--- src/rtl/i2c_rtc_pkg.sv ---
package i2c_rtc_pkg;
  localparam int BYTE_BITS = 8;

  typedef enum logic [3:0] {
    ST_IDLE,
    ST_ADDR,
    ST_ADDR_ACK,
    ST_PTR,
    ST_PTR_ACK,
    ST_WDAT,
    ST_WDAT_ACK,
    ST_RDAT,
    ST_RDAT_ACK
  } bus_st_e;
endpackage

--- src/rtl/i2c_rtc_edge.sv ---
module i2c_rtc_edge #(
  parameter int SYNC_STAGES = 2
) (
  input  logic clk_i,
  input  logic rst_ni,
  input  logic scl_i,
  input  logic sda_i,
  output logic sda_o,
  output logic scl_rise_o,
  output logic scl_fall_o,
  output logic start_o,
  output logic stop_o
);
  // stage[g] = {scl, sda}
  logic [SYNC_STAGES-1:0][1:0] stg_q;
  logic [1:0]                  prev_q;
  logic                        scl_s, sda_s;

  for (genvar g = 0; g < SYNC_STAGES; g++) begin : g_sync
    if (g == 0) begin : g_first
      always_ff @(posedge clk_i or negedge rst_ni)
        if (!rst_ni) stg_q[g] <= 2'b11;
        else         stg_q[g] <= {scl_i, sda_i};
    end else begin : g_next
      always_ff @(posedge clk_i or negedge rst_ni)
        if (!rst_ni) stg_q[g] <= 2'b11;
        else         stg_q[g] <= stg_q[g-1];
    end
  end

  assign scl_s = stg_q[SYNC_STAGES-1][1];
  assign sda_s = stg_q[SYNC_STAGES-1][0];

  always_ff @(posedge clk_i or negedge rst_ni)
    if (!rst_ni) prev_q <= 2'b11;
    else         prev_q <= {scl_s, sda_s};

  assign sda_o      = sda_s;
  assign scl_rise_o = scl_s & ~prev_q[1];
  assign scl_fall_o = ~scl_s & prev_q[1];
  assign start_o    = scl_s & prev_q[1] & prev_q[0] & ~sda_s;
  assign stop_o     = scl_s & prev_q[1] & ~prev_q[0] & sda_s;
endmodule

--- src/rtl/i2c_rtc_bus.sv ---
module i2c_rtc_bus
  import i2c_rtc_pkg::*;
#(
  parameter logic [6:0] DEV_ADDR = 7'h68
) (
  input  logic       clk_i,
  input  logic       rst_ni,
  input  logic       sda_i,
  input  logic       scl_rise_i,
  input  logic       scl_fall_i,
  input  logic       start_i,
  input  logic       stop_i,
  input  logic       inhibit_i,
  input  logic [7:0] rd_byte_i,
  output logic       sda_oe_o,
  output logic       sta_o,
  output logic       sto_o,
  output logic       ptr_wr_o,
  output logic       dat_wr_o,
  output logic       rd_adv_o,
  output logic [7:0] rx_byte_o
);
  bus_st_e    state_q;
  logic [3:0] bit_q;
  logic [7:0] sh_q;
  logic       oe_q, rw_q, mack_q;
  logic       sta_q, sto_q, ptr_q, dat_q, adv_q;

  always_ff @(posedge clk_i or negedge rst_ni) begin
    if (!rst_ni) begin
      state_q <= ST_IDLE;
      bit_q   <= '0;
      sh_q    <= '0;
      oe_q    <= 1'b0;
      rw_q    <= 1'b0;
      mack_q  <= 1'b0;
      sta_q   <= 1'b0;
      sto_q   <= 1'b0;
      ptr_q   <= 1'b0;
      dat_q   <= 1'b0;
      adv_q   <= 1'b0;
    end else begin
      sta_q <= 1'b0;
      sto_q <= 1'b0;
      ptr_q <= 1'b0;
      dat_q <= 1'b0;
      adv_q <= 1'b0;
      if (inhibit_i) begin
        state_q <= ST_IDLE;
        oe_q    <= 1'b0;
      end else if (start_i) begin
        state_q <= ST_ADDR;
        bit_q   <= '0;
        oe_q    <= 1'b0;
        sta_q   <= 1'b1;
      end else if (stop_i) begin
        state_q <= ST_IDLE;
        oe_q    <= 1'b0;
        sto_q   <= 1'b1;
      end else begin
        unique case (state_q)
          ST_ADDR, ST_PTR, ST_WDAT: begin
            if (scl_rise_i) begin
              sh_q  <= {sh_q[6:0], sda_i};
              bit_q <= bit_q + 4'd1;
            end else if (scl_fall_i && bit_q == 4'(BYTE_BITS)) begin
              bit_q <= '0;
              if (state_q == ST_ADDR) begin
                if (sh_q[7:1] == DEV_ADDR) begin
                  oe_q    <= 1'b1;
                  rw_q    <= sh_q[0];
                  state_q <= ST_ADDR_ACK;
                end else begin
                  state_q <= ST_IDLE;
                end
              end else if (state_q == ST_PTR) begin
                oe_q    <= 1'b1;
                ptr_q   <= 1'b1;
                state_q <= ST_PTR_ACK;
              end else begin
                oe_q    <= 1'b1;
                dat_q   <= 1'b1;
                state_q <= ST_WDAT_ACK;
              end
            end
          end
          ST_ADDR_ACK: begin
            if (scl_fall_i) begin
              if (rw_q) begin
                sh_q    <= rd_byte_i;
                oe_q    <= ~rd_byte_i[7];
                adv_q   <= 1'b1;
                state_q <= ST_RDAT;
              end else begin
                oe_q    <= 1'b0;
                state_q <= ST_PTR;
              end
            end
          end
          ST_PTR_ACK, ST_WDAT_ACK: begin
            if (scl_fall_i) begin
              oe_q    <= 1'b0;
              state_q <= ST_WDAT;
            end
          end
          ST_RDAT: begin
            if (scl_fall_i) begin
              if (bit_q == 4'(BYTE_BITS - 1)) begin
                oe_q    <= 1'b0;
                bit_q   <= '0;
                state_q <= ST_RDAT_ACK;
              end else begin
                sh_q  <= {sh_q[6:0], 1'b0};
                oe_q  <= ~sh_q[6];
                bit_q <= bit_q + 4'd1;
              end
            end
          end
          ST_RDAT_ACK: begin
            if (scl_rise_i) begin
              mack_q <= ~sda_i;
            end else if (scl_fall_i) begin
              if (mack_q) begin
                sh_q    <= rd_byte_i;
                oe_q    <= ~rd_byte_i[7];
                adv_q   <= 1'b1;
                state_q <= ST_RDAT;
              end else begin
                state_q <= ST_IDLE;
              end
            end
          end
          default: ;
        endcase
      end
    end
  end

  assign sda_oe_o  = oe_q;
  assign sta_o     = sta_q;
  assign sto_o     = sto_q;
  assign ptr_wr_o  = ptr_q;
  assign dat_wr_o  = dat_q;
  assign rd_adv_o  = adv_q;
  assign rx_byte_o = sh_q;

  AST_INHIBIT_RELEASE: assert property (@(posedge clk_i) disable iff (!rst_ni)
    inhibit_i |=> !sda_oe_o);
  AST_ADDR_MATCH: assert property (@(posedge clk_i) disable iff (!rst_ni)
    (state_q == ST_ADDR_ACK && $rose(oe_q)) |-> ($past(sh_q[7:1]) == DEV_ADDR));
  AST_ACK_RELEASE: assert property (@(posedge clk_i) disable iff (!rst_ni)
    (state_q == ST_RDAT_ACK) |-> !sda_oe_o);
endmodule

--- src/rtl/i2c_rtc_regfile.sv ---
module i2c_rtc_regfile #(
  parameter int CNT_BYTES = 4,
  localparam int CNT_W    = 8 * CNT_BYTES,
  localparam int NUM_REGS = CNT_BYTES + 2,
  localparam int PTR_W    = $clog2(NUM_REGS)
) (
  input  logic             clk_i,
  input  logic             rst_ni,
  input  logic             inhibit_i,
  input  logic             sta_i,
  input  logic             sto_i,
  input  logic             ptr_wr_i,
  input  logic             dat_wr_i,
  input  logic             rd_adv_i,
  input  logic [7:0]       rx_byte_i,
  input  logic [CNT_W-1:0] cnt_i,
  output logic [7:0]       rd_byte_o,
  output logic             cnt_wr_o,
  output logic [CNT_W-1:0] cnt_wdata_o,
  output logic             osc_dis_o,
  output logic [7:0]       chg_o
);
  localparam int REG_CTRL = CNT_BYTES;
  localparam int REG_CHG  = CNT_BYTES + 1;

  logic [PTR_W-1:0] ptr_q, ptr_nxt;
  logic [CNT_W-1:0] snap_q, wdat_q;
  logic             dirty_q, osc_q, cwr_q;
  logic [7:0]       chg_q;

  assign ptr_nxt = (ptr_q == PTR_W'(REG_CHG)) ? '0 : ptr_q + PTR_W'(1);

  always_comb begin
    rd_byte_o = 8'h00;
    for (int i = 0; i < CNT_BYTES; i++)
      if (ptr_q == PTR_W'(i)) rd_byte_o = snap_q[8*i +: 8];
    if (ptr_q == PTR_W'(REG_CTRL)) rd_byte_o = {osc_q, 7'b0};
    if (ptr_q == PTR_W'(REG_CHG))  rd_byte_o = chg_q;
  end

  always_ff @(posedge clk_i or negedge rst_ni) begin
    if (!rst_ni) begin
      ptr_q   <= '0;
      snap_q  <= '0;
      wdat_q  <= '0;
      dirty_q <= 1'b0;
      osc_q   <= 1'b0;
      chg_q   <= '0;
      cwr_q   <= 1'b0;
    end else begin
      cwr_q <= 1'b0;
      if (inhibit_i) begin
        dirty_q <= 1'b0;
      end else if (sta_i) begin
        // keep staged bytes across a repeated START
        if (!dirty_q) snap_q <= cnt_i;
      end else if (sto_i) begin
        if (dirty_q) begin
          cwr_q   <= 1'b1;
          wdat_q  <= snap_q;
          dirty_q <= 1'b0;
        end
      end else if (ptr_wr_i) begin
        ptr_q <= (rx_byte_i < 8'(NUM_REGS)) ? rx_byte_i[PTR_W-1:0] : '0;
      end else if (dat_wr_i) begin
        for (int i = 0; i < CNT_BYTES; i++)
          if (ptr_q == PTR_W'(i)) begin
            snap_q[8*i +: 8] <= rx_byte_i;
            dirty_q          <= 1'b1;
          end
        if (ptr_q == PTR_W'(REG_CTRL)) osc_q <= rx_byte_i[7];
        if (ptr_q == PTR_W'(REG_CHG))  chg_q <= rx_byte_i;
        ptr_q <= ptr_nxt;
      end else if (rd_adv_i) begin
        ptr_q <= ptr_nxt;
      end
    end
  end

  assign cnt_wr_o    = cwr_q;
  assign cnt_wdata_o = wdat_q;
  assign osc_dis_o   = osc_q;
  assign chg_o       = chg_q;

  AST_PTR_WRAP: assert property (@(posedge clk_i) disable iff (!rst_ni)
    ((rd_adv_i || dat_wr_i) && !inhibit_i && ptr_q == PTR_W'(REG_CHG)) |=> (ptr_q == '0));
  AST_COMMIT_AT_STOP: assert property (@(posedge clk_i) disable iff (!rst_ni)
    cnt_wr_o |-> $past(sto_i));
  AST_PTR_CLAMP: assert property (@(posedge clk_i) disable iff (!rst_ni)
    (ptr_wr_i && !inhibit_i && rx_byte_i >= 8'(NUM_REGS)) |=> (ptr_q == '0));
endmodule

--- src/rtl/i2c_rtc_regs.sv ---
module i2c_rtc_regs #(
  parameter logic [6:0] DEV_ADDR    = 7'h68,
  parameter int         SYNC_STAGES = 2
) (
  input  logic        clk_i,
  input  logic        rst_ni,
  input  logic        scl_i,
  input  logic        sda_i,
  output logic        sda_oe_o,
  input  logic        inhibit_i,
  input  logic [31:0] cnt_i,
  output logic        cnt_wr_o,
  output logic [31:0] cnt_wdata_o,
  output logic        osc_dis_o,
  output logic [3:0]  chg_sel_o,
  output logic [1:0]  diode_sel_o,
  output logic [1:0]  res_sel_o
);
  logic       sda_s, scl_rise, scl_fall, start_ev, stop_ev;
  logic       sta, sto, ptr_wr, dat_wr, rd_adv;
  logic [7:0] rx_byte, rd_byte, chg;

  i2c_rtc_edge #(.SYNC_STAGES(SYNC_STAGES)) u_edge (
    .clk_i, .rst_ni, .scl_i, .sda_i,
    .sda_o(sda_s), .scl_rise_o(scl_rise), .scl_fall_o(scl_fall),
    .start_o(start_ev), .stop_o(stop_ev)
  );

  i2c_rtc_bus #(.DEV_ADDR(DEV_ADDR)) u_bus (
    .clk_i, .rst_ni, .sda_i(sda_s),
    .scl_rise_i(scl_rise), .scl_fall_i(scl_fall),
    .start_i(start_ev), .stop_i(stop_ev), .inhibit_i,
    .rd_byte_i(rd_byte), .sda_oe_o,
    .sta_o(sta), .sto_o(sto), .ptr_wr_o(ptr_wr), .dat_wr_o(dat_wr),
    .rd_adv_o(rd_adv), .rx_byte_o(rx_byte)
  );

  i2c_rtc_regfile #(.CNT_BYTES(4)) u_regs (
    .clk_i, .rst_ni, .inhibit_i,
    .sta_i(sta), .sto_i(sto), .ptr_wr_i(ptr_wr), .dat_wr_i(dat_wr),
    .rd_adv_i(rd_adv), .rx_byte_i(rx_byte), .cnt_i,
    .rd_byte_o(rd_byte), .cnt_wr_o, .cnt_wdata_o, .osc_dis_o, .chg_o(chg)
  );

  assign chg_sel_o   = chg[7:4];
  assign diode_sel_o = chg[3:2];
  assign res_sel_o   = chg[1:0];

  AST_NO_WRITE_INHIBIT: assert property (@(posedge clk_i) disable iff (!rst_ni)
    $past(inhibit_i) |-> !(dat_wr || ptr_wr));
  AST_NO_COMMIT_INHIBIT: assert property (@(posedge clk_i) disable iff (!rst_ni)
    ($past(inhibit_i) && inhibit_i) |-> !cnt_wr_o);
endmodule

--- config.mk ---
export PLATFORM = sky130hd
export DESIGN_NAME = i2c_rtc_regs
export DESIGN_NICKNAME = d
export VERILOG_FILES = /design/src/rtl/i2c_rtc_pkg.sv /design/src/rtl/i2c_rtc_edge.sv /design/src/rtl/i2c_rtc_bus.sv /design/src/rtl/i2c_rtc_regfile.sv /design/src/rtl/i2c_rtc_regs.sv
export SDC_FILE = /design/constraint.sdc
export NUM_CORES = 1
export LEC_CHECK = 0
export BUFFER_PORTS_ARGS = -buffer_cell sky130_fd_sc_hd__buf_2
export CORE_UTILIZATION = 30
export CTS_CLUSTER_DIAMETER = 80
export DETAILED_ROUTE_END_ITERATION = 7
export GPL_ROUTABILITY_DRIVEN = 0
export SYNTH_ARGS = -nofsm -noshare
export SYNTH_HDL_FRONTEND = slang
export SYNTH_SLANG_ARGS = --single-unit
--- constraint.sdc ---
create_clock -name clk_i -period 3.35 [get_ports clk_i]
set_clock_uncertainty 0.05 [all_clocks]
set_input_delay 0.1675 -clock clk_i [delete_from_list [all_inputs] [get_ports clk_i]]
set_output_delay 0.1675 -clock clk_i [all_outputs]
set_load 0.02 [all_outputs]
==> impl_metrics.yaml <==
synth:
  netlist_area_um2: 5250
  ys_types: 62
  synth_fa_ha_area_frac: 0.00714
  postSynthCellCount: 518
  synth.mux.area_fraction: 0.122
  ys_ff_latch: 108
  synth_seq_area_share: 0.516
  synth_nets: 558
  synth_compound_area_frac: 0.170
  syn_avg_cell_area_um2: 10.1
  synth_edf_count: 0
  yosysWarnings: 0
  async_reset_ff_frac: 1.00
  synth-simple-area-share: 0.149
  synth-xor-area-share: 0.00167
  synth_top_family_by_area: "compound AO/OA/AOI/OAI gates"
  ys_dominant_reg_cell: "dfrtp_1"
critical_path:
  timing.critical_path.to_type: "flop"
  path_max_fanout: 17
  critPathKind: "flop to flop"
  cp.required_ns: 3.51
  r2r_setup_slack_ns: 0.79
  slowest_delay_ns: 0.64
  r2r_end: "u_regs.snap_q[26]"
  crit_slowest_cell: "dfrtp_1"
  r2r-start: "u_regs.ptr_q[1]"
  cp-start-kind: "flop"
  rr_worst_depth: 7
  arrival_ns: 2.73
  crit_chain: "and2_1 -> ha_1 -> clkinv_1 -> nor2_1 -> o21ai_1 -> nand2_1 -> o21ai_0"
clock_tree:
  postCtsResizedCells: 0
  cts-buffers-inserted: 9
  cts_htree_levels: 3
  hold_buffers: 3
  cts_setup_buffers: 0
  clockBufferDepth: 2
  cts_tree: "done"
  clk_latency_ns: 0.37
  cts.reportedPaths.clkPinSlew_ns: 0.08
  cts_root_buffer: "clkbuf_16"
  clock-sinks: 108
hold_path:
  hp-class: "input port to flop"
  hold_start: "cnt_i[28]"
  hold_depth: 3
  hold_end: "u_regs.snap_q[28]"
final_layout:
  drive_gt1_frac: 0.262
  antenna_cells: 0
  nets: 630
  fill_cells: 1756
  syn_to_final_growth_pct: 18.3
  multi_input_comb_area_um2: 2370
  seq_area_um2: 2710
global_routing:
  met2_usage: 0.252
  overflow: 0
  antenna_found_initial: 0
  grt_pass1_vias: 4210
  grt_busiest_layer: "met2"
  grt_max_degree: 74
  grt_pass1_wl_um: 22500
  met1_usage: 0.213
  track_usage: 0.161
  grt_util_met3: 0.0385
timing:
  maxSlewViolCount: 0
  finalCritPeriodShare: 0.765
  setup_viol: 0
  finalSetupTns_ns: 0
  timing_worst_slew_pin_value_ns: 1.10
  min_period_ns: 2.56
  hold_viol: 0
  final.setup.worst_slack_ns: 0.787
  rsz0062_at_grt: "no"
  fmax_ghz: 0.390
  relSlewSlack: 0.259
power_and_ir_drop:
  switchingPower_mw: 0.759
  p_int_mw: 2.04
  p_comb_frac: 0.096
  switching_share: 0.271
  p_per_area_nw_per_um2: 451
  clockPowerShare: 0.405
  total_leakage_power_nw: 2.92
  ir_worst_vdd_mv: 0.289
  seqPwrFrac: 0.498
route:
  drc: 0
  wl_per_cell_um: 16.9
  finalWirelength_um: 13900
  vias: 4321
  drt-pass1-iter-count: 5
  viasPerCell: 5.27
  ant_nets: 0
  drtIter0Drc: 384
die:
  rows: 48
  die_h_um: 134
  fp.coreArea_um2: 17200
  boundaryPins: 80
  dieArea_um2: 18000
  die_x_um: 134
  initial_core_util: 0.306
outcome:
  status: "finished clean"
placement:
  place_ws_ns: 0.792
  dp_hpwl_um: 10300
  portBuffers: 79
run:
  drv_cap: 0
## through the flow
step | power, mW | instances | util | hold WS [ns] | cell area [um2]
6_report | 2.80 | 820 | 0.362 | 0.0333 | 6210
4_1_cts | 2.83 | 820 | 0.362 | 0.0297 | 6210
3_3_place_gp | 1.68 | 801 | 0.341 | 0.227 | 5860
2_1_floorplan | 1.56 | 518 | - | -0.178 | 5250
3_5_place_dp | 1.69 | 801 | 0.341 | 0.224 | 5860
5_1_grt | 2.91 | 820 | 0.362 | 0.0440 | 6210
## per-layer routing
metal,share of wire,up-vias
met3,0.069,26
met5,0,-
met1,0.44,2115
met2,0.47,154
met4,0.024,0
li1,-,2026
## Yosys cell counts, drive strengths merged (8+ instances only)
cell type / number / area share
buf: 14 / 0.014
inv: 13 / 0.0093
nor3: 10 / 0.0095
nand2b: 10 / 0.012
nor2: 34 / 0.024
nand2: 56 / 0.040
mux2: 50 / 0.11
clkbuf: 14 / 0.010
a21oi: 47 / 0.045
a211oi: 10 / 0.014
nand3: 11 / 0.010
o21ai: 52 / 0.051
nor2b: 11 / 0.014
dfrtp: 102 / 0.49
mux2i: 8 / 0.015
## registers in the layout, summed over array words and instances (netlist names)
register	count
u_regs.cnt_wdata_o	32
u_regs.snap_q	32
u_bus.rx_byte_o	8
u_regs.chg_o	8
u_bus.bit_q	4
u_bus.state_q	4
u_regs.ptr_q	3
u_edge.prev_q	2
u_edge.stg_q	2
u_bus.dat_wr_o	1
u_bus.mack_q	1
u_bus.ptr_wr_o	1
u_bus.rd_adv_o	1
u_bus.rw_q	1
u_bus.sda_oe_o	1
u_bus.sta_o	1
u_bus.sto_o	1
u_edge.scl_s	1
u_edge.sda_o	1
u_regs.cnt_wr_o	1
u_regs.dirty_q	1
u_regs.osc_dis_o	1
## power groups by stage
stage / Sequential [mW] / Clock [mW] / Combinational [mW]
after CTS: 1.40 / 1.16 / 0.270
final: 1.40 / 1.14 / 0.270
after global placement: 1.42 / 0 / 0.255
after floorplan: 1.40 / 0 / 0.162
after global routing: 1.40 / 1.21 / 0.299
after detailed placement: 1.42 / 0 / 0.264
## worst max-delay path: cells and delay by family (launching register included)
| kind | cells | cell delay [ns] |
|---|---|---|
| adder cells (fa/ha/maj) | 1 | 0.39 |
| flip-flops | 1 | 0.64 |
| AND/OR/NAND/NOR | 3 | 0.59 |
| buffers and inverters | 1 | 0.36 |
| AO/OA/AOI/OAI | 2 | 0.38 |
## final cells by class
class | instances | share of cell area
sequential | 108 | 0.436
tap | 225 | 0.0453
clock inverter | 7 | 0.0151
timing repair buffer | 89 | 0.0773
multi-input combinational | 368 | 0.381
clock buffer | 9 | 0.0362
inverter | 14 | 0.00846
## cell families after synthesis
kind of cell / count (synthesis)
mux: 58
compound gates: 147
buf+inv: 42
xor+xnor: 1
simple gates: 159
flops: 108
fa+ha+maj: 3
## worst max path at each step
stage / from / slack (ns) / to
final: u_regs.ptr_q[1] / 0.79 / u_regs.snap_q[26]
after detailed placement: u_regs.ptr_q[1] / 0.79 / u_regs.snap_q[26]
after global placement: u_regs.ptr_q[1] / 0.92 / u_regs.snap_q[26]
after floorplan: u_regs.ptr_q[0] / 1.07 / u_bus.rx_byte_o[7]
after global routing: u_regs.ptr_q[1] / 0.48 / u_regs.snap_q[25]
after CTS: u_regs.ptr_q[1] / 0.79 / u_regs.snap_q[26]
## placed cells by master (no fill, tap or decap), drive strengths merged, types with 4 or more instances in the layout
cell type / instances
a211oi: 10
a21o: 4
a21oi: 47
buf: 86
clkbuf: 9
clkinv: 4
dfrtp: 102
dfstp: 6
inv: 15
mux2: 50
mux2i: 8
nand2: 56
nand2b: 10
nand3: 11
nor2: 34
nor2b: 11
nor3: 10
nor4: 6
o21ai: 52
o311ai: 7
No activity file was read; power rests on OpenSTA's default activity.
